--- src/rtl/gpu_packet_framer.sv ---
module gpu_packet_framer #(
  parameter int DW    = 32,
  parameter int IDX_W = 4
) (
  input  logic            clk,
  input  logic            rst_n,
  input  logic            in_valid,
  output logic            in_ready,
  input  logic [DW-1:0]   in_data,
  output logic            out_valid,
  input  logic            out_ready,
  output logic [DW-1:0]   out_data,
  output logic            out_first,
  output logic            out_last,
  output logic [1:0]      out_kind,
  output logic [8*DW-1:0] set_bank
);
  localparam int NSET = 8;
  localparam int PC_W = 4;
  localparam logic [DW-1:0] TERM_MASK = DW'(32'hF000F000);
  localparam logic [DW-1:0] TERM_VAL  = DW'(32'h50005000);
  localparam logic [IDX_W-1:0] IDX_MAX = '1;

  typedef enum logic [1:0] {M_FIXED, M_FLAT, M_SHADED} mode_t;

  function automatic logic [PC_W-1:0] param_count(input logic [7:0] op);
    logic [PC_W-1:0] pc;
    pc = '0;
    if (op == 8'h02) pc = 4'd2;
    else if (op[7:5] == 3'b001) begin
      case (op[4:2])
        3'd0: pc = 4'd3;  3'd1: pc = 4'd6;  3'd2: pc = 4'd4;  3'd3: pc = 4'd8;
        3'd4: pc = 4'd5;  3'd5: pc = 4'd8;  3'd6: pc = 4'd7;  default: pc = 4'd11;
      endcase
    end else if (op[7:6] == 2'b01) begin
      case (op[5:2])
        4'd0, 4'd1, 4'd8, 4'd13, 4'd15: pc = 4'd2;
        4'd2, 4'd3, 4'd4, 4'd5, 4'd9:   pc = 4'd3;
        4'd6, 4'd7:                     pc = 4'd4;
        4'd11:                          pc = 4'd0;
        default:                        pc = 4'd1;
      endcase
    end else if (op[7:5] == 3'b100) pc = 4'd3;
    else if (op[7:5] == 3'b101 || op[7:5] == 3'b110) pc = 4'd2;
    return pc;
  endfunction

  logic [7:0]       op;
  logic             hdr_set, hdr_pkt, hdr_last, body_last, term, acc;
  logic [1:0]       hdr_kind;
  mode_t            hdr_mode;
  logic [PC_W-1:0]  hdr_pc;

  logic             busy, odd;
  logic [IDX_W-1:0] idx;
  logic [PC_W-1:0]  pc_q;
  mode_t            mode_q;
  logic [1:0]       kind_q;
  logic [DW-1:0]    bank [NSET];

  assign op       = in_data[DW-1 -: 8];
  assign hdr_set  = op[7:3] == 5'b11100;
  assign hdr_pkt  = op == 8'h02 || (op >= 8'h20 && op <= 8'hDF);
  assign hdr_pc   = param_count(op);
  assign hdr_kind = op[7] ? (op[6:5] + 2'd1) : 2'd0;
  assign hdr_mode = (op[7:3] == 5'b01001) ? M_FLAT :
                    (op[7:3] == 5'b01011) ? M_SHADED : M_FIXED;
  assign hdr_last = hdr_mode == M_FIXED && hdr_pc == '0;

  assign term = (in_data & TERM_MASK) == TERM_VAL;
  always_comb begin
    case (mode_q)
      M_FLAT:   body_last = term && idx >= IDX_W'(3);
      M_SHADED: body_last = term && idx >= IDX_W'(4) && !odd;
      default:  body_last = idx == IDX_W'(pc_q);
    endcase
  end

  assign out_valid = in_valid && (busy || hdr_pkt);
  assign in_ready  = (busy || hdr_pkt) ? out_ready : 1'b1;
  assign out_data  = in_data;
  assign out_first = !busy;
  assign out_last  = busy ? body_last : hdr_last;
  assign out_kind  = busy ? kind_q : hdr_kind;
  assign acc       = in_valid && in_ready;

  always_ff @(posedge clk) begin
    if (!rst_n) begin
      busy   <= 1'b0;
      odd    <= 1'b0;
      idx    <= '0;
      pc_q   <= '0;
      mode_q <= M_FIXED;
      kind_q <= 2'd0;
    end else if (acc) begin
      if (!busy) begin
        if (hdr_pkt && !hdr_last) begin
          busy   <= 1'b1;
          idx    <= IDX_W'(1);
          odd    <= 1'b1;
          pc_q   <= hdr_pc;
          mode_q <= hdr_mode;
          kind_q <= hdr_kind;
        end
      end else if (body_last) begin
        busy <= 1'b0;
      end else begin
        if (idx != IDX_MAX) idx <= idx + IDX_W'(1);
        odd <= !odd;
      end
    end
  end

  always_ff @(posedge clk) begin
    for (int i = 0; i < NSET; i++) begin
      if (!rst_n)
        bank[i] <= {8'(8'hE0 + i), {(DW-8){1'b0}}};
      else if (acc && !busy && hdr_set && op[2:0] == 3'(i))
        bank[i] <= in_data;
    end
  end

  for (genvar g = 0; g < NSET; g++) begin : g_bank
    assign set_bank[g*DW +: DW] = bank[g];
  end

  logic       chk_open;
  logic [1:0] chk_kind;
  logic [7:0] chk_cnt;
  always_ff @(posedge clk) begin
    if (!rst_n) begin
      chk_open <= 1'b0;
      chk_kind <= 2'd0;
      chk_cnt  <= '0;
    end else if (out_valid && out_ready) begin
      if (out_last) begin
        chk_open <= 1'b0;
        chk_cnt  <= '0;
      end else begin
        chk_open <= 1'b1;
        if (chk_cnt != 8'hFF) chk_cnt <= chk_cnt + 8'd1;
      end
      if (out_first) chk_kind <= out_kind;
    end
  end


  first_flag_chk: assert property (@(posedge clk) disable iff (!rst_n)
    out_valid |-> (out_first == !chk_open));

  kind_hold_chk: assert property (@(posedge clk) disable iff (!rst_n)
    out_valid && !out_first |-> out_kind == chk_kind);

  copy_len_chk: assert property (@(posedge clk) disable iff (!rst_n)
    out_valid && out_ready && out_last && out_kind == 2'd1 |-> chk_cnt == 8'd3);

  image_len_chk: assert property (@(posedge clk) disable iff (!rst_n)
    out_valid && out_ready && out_last && out_kind[1] |-> chk_cnt == 8'd2);

  set_write_chk: assert property (@(posedge clk) disable iff (!rst_n)
    in_valid && in_ready && !chk_open && in_data[DW-1 -: 5] == 5'b11100
    |=> set_bank[$past(in_data[DW-6 -: 3]) * DW +: DW] == $past(in_data));

  no_invent_chk: assert property (@(posedge clk) disable iff (!rst_n)
    out_valid |-> in_valid);

  body_no_set_chk: assert property (@(posedge clk) disable iff (!rst_n)
    in_valid && in_ready && chk_open |=> $stable(set_bank));
endmodule

--- config.mk ---
export PLATFORM = sky130hd
export DESIGN_NAME = gpu_packet_framer
export DESIGN_NICKNAME = d
export VERILOG_FILES = /design/src/rtl/gpu_packet_framer.sv
export SDC_FILE = /design/constraint.sdc
export NUM_CORES = 1
export LEC_CHECK = 0
export BUFFER_PORTS_ARGS = -buffer_cell sky130_fd_sc_hd__buf_4
export CAP_MARGIN = 20
export CORE_ASPECT_RATIO = 2
export CORE_MARGIN = 2
export CORE_UTILIZATION = 51
export DETAILED_ROUTE_END_ITERATION = 8
export GPL_ROUTABILITY_DRIVEN = 0
export PLACE_DENSITY_LB_ADDON = 0.05
export SLEW_MARGIN = 15
export SYNTH_ARGS = -nofsm -noshare
export SYNTH_HDL_FRONTEND = slang
export SYNTH_SLANG_ARGS = --single-unit
--- constraint.sdc ---
create_clock -name clk -period 6.4 [get_ports clk]
set_clock_uncertainty 0.2 [all_clocks]
set_input_delay 0.96 -clock clk [delete_from_list [all_inputs] [get_ports clk]]
set_output_delay 0.96 -clock clk [all_outputs]
set_load 0.02 [all_outputs]
==> impl_metrics.py <==
metrics = {
    "worst_setup_path": {
        "critical_path_class": "input pin to output port",
        "r2r_start": "busy",
        "worst_setup_path_start_kind": "input pin",
        "cp.required_ns": 5.24,
        "path_max_fanout": 12,
        "cp-startpoint": "in_data[27]",
        "cp-end-kind": "output port",
        "crit_arrival_ns": 3.49,
        "worstRegToRegCells": 5,
    },
    "clock_tree": {
        "clk_pin_slew_worst_paths_ns": 0.06,
        "cts_htree_levels": 1,
        "ctsHoldBuffers": 0,
        "insertion_delay_ns": 0.53,
        "cts_tree": "built",
        "post_cts_buffers": 0,
        "post_cts_resized": 0,
        "clock_sinks": 270,
        "cts_max_path_buffers": 3,
        "cts_buffers": 23,
        "root_buffer": "clkbuf_16",
    },
    "floorplan": {
        "initial_core_util": 0.520,
        "ioPinCount": 330,
        "fp.coreArea_sq_um": 20900,
        "die_w_microns": 107,
        "rows": 75,
        "dieArea_sq_um": 22600,
        "die_h_microns": 211,
    },
    "synthesis": {
        "synth_common_cells": "256 x edfxtp_1, 193 x and2_1, 32 x buf_4",
        "synth_area_leaders": "edfxtp_1 71%, and2_1 11%, dfxtp_1 2.6%",
        "syn-cell-area_sq_um": 10900,
        "synth_top_area_share": 0.706,
        "yosys.area.top_type": "edfxtp_1",
        "synth_edf_count": 256,
        "synth-main-ff-cell": "edfxtp_1",
        "synthCells": 728,
        "yosysWarningCount": 0,
        "synth-seq-cells": 270,
        "yosysMostFrequentCell": "edfxtp_1",
        "yosysUniqueCellTypes": 58,
        "async_reset_ff_frac": 0,
        "syn-mean-instance-area_sq_um": 15.0,
        "yosysSeqAreaShare": 0.732,
    },
    "placement": {
        "io_buffer_count": 329,
        "pre_cts_slack_ns": 1.66,
        "hpwl_mm": 20.9,
    },
    "hold_path": {
        "whs_path_depth": 2,
        "hold_path.class": "register to register",
        "min_from": "kind_q[0]",
    },
    "sta": {
        "relSlewSlack": 0.278,
        "hold_violations": 0,
        "period_minus_slack_ns": 4.65,
        "fin_ws_ns": 1.75,
        "fmax_ghz": 0.215,
        "maxSlewViolCount": 0,
        "rsz0062_at_grt": "no",
        "timing.final.crit_share": 0.726,
        "timing.setup.tns_ns": 0,
        "tightest_slew_ns": 1.08,
        "finalSetupViolCount": 0,
    },
    "grt": {
        "grt_pass1_wl_mm": 42.6,
        "first_global_vias": 6748,
        "gr-total-overflow": 0,
        "antenna_found_initial": 0,
        "grt_max_degree": 33,
        "grtUsageTotal": 0.259,
    },
    "detailed_routing": {
        "antenna_left": 0,
        "num_vias": 6968,
        "vias_per_cell": 5.21,
        "dr.pass1.iters": 5,
        "wire_per_inst_microns": 21.9,
        "drc": 0,
        "routed_wl_mm": 29.3,
        "drt_iter0_drc": 379,
    },
    "power": {
        "ir_drop_v": 0.000255,
        "p_per_area_nw_per_um2": 259,
        "power_w": 0.00372,
        "leakage_nw": 5.97,
    },
    "job": {
        "cap_violations": 0,
    },
    "status": {
        "outcome": "finished clean",
    },
    "cells_and_area": {
        "fillers": 1551,
        "num_antenna_cells": 0,
        "nets": 1106,
        "drive_above_1_share": 0.373,
        "area_delta_synth_final_pct": 31.8,
    },
}
## worst max-delay path: stages
cell and delay [ns]:
buf_4 0.13, clkinv_1 0.32, ha_1 0.36, mux2_2 0.28
o221a_1 0.25, or3_1 0.37, nor4_2 0.45, or3_2 0.23
buf_4 0.13
## layout by cell type, fill, tap and decap left out, drive strengths merged, types with 10 or more instances in the layout
master  netlist  routed
buf          53     338
edfxtp      256     256
and2        193     193
conb          2      32
nand2        27      27
clkbuf       13      25
o21ai        19      19
nor3         18      18
ha           15      15
dfxtp        14      14
a21oi        13      13
nor2         12      12
clkinv        2      11
inv           9      10
nor4         10      10
## layout make-up
cell class	count	area [sq um]	share of cell area
Clock buffer	25	583	0.0406
Clock inverter	14	121	0.00845
Inverter	11	41.3	0.00288
Multi-Input combinational cell	411	2710	0.188
Sequential cell	270	7970	0.555
Tap cell	269	337	0.0234
Timing Repair Buffer	338	2600	0.181
## sequential cells by signal, indices dropped and copies added, names as in the netlist
name    count
idx         4
mode_q      2
busy        1
bank      256
odd         1
kind_q      2
pc_q        4
## layer usage
metal  routed length [microns]  share of wire  GRT usage
met3                      2070          0.070     0.0401
met2                     16000           0.54      0.474
met1                     10000           0.34      0.291
met5                         0              0          0
met4                      1270          0.043      0.118
## path summary, 6_finish.rpt
path,end,slack [ns]
worst max-delay path,out_last,1.75
worst min-delay path,kind_q[0],0.28
worst max register to register,bank[0][126],3.17
worst min register to register,kind_q[0],0.28
## stage by stage
step | utilization | instances | hold WS [ns] | cell area, sq um
CTS | 0.684 | 1336 | 0.287 | 14300
detailed placement | 0.651 | 1297 | 0.278 | 13600
floorplan | - | 758 | 0.249 | 11000
finish | 0.686 | 1338 | 0.283 | 14400
global route | 0.686 | 1338 | 0.310 | 14400
global placement | 0.648 | 1295 | 0.261 | 13600
## report_power, final
part	leakage (nW)	internal, W	total (W)	switching [W]
Sequential	2.80	0.00198	0.00201	0.0000214
Clock	0.340	0.000737	0.00135	0.000616
Combinational	2.83	0.000128	0.000365	0.000238
Total	5.97	0.00285	0.00372	0.000875
## logic make-up (layout without fill, tap and decap cells)
kind of cell | after synthesis | in the layout | synth area share
multiplexers | 2 | 2 | 0.00207
other | 2 | 32 | 0.000690
buffers and inverters | 77 | 388 | 0.0402
AND/OR/NAND/NOR | 300 | 300 | 0.169
XOR/XNOR | 4 | 4 | 0.00322
adder cells (fa/ha/maj) | 15 | 15 | 0.0172
AO/OA/AOI/OAI | 58 | 58 | 0.0360
flip-flops | 270 | 270 | 0.732
Note: power is estimated with default switching activity, not from simulation.
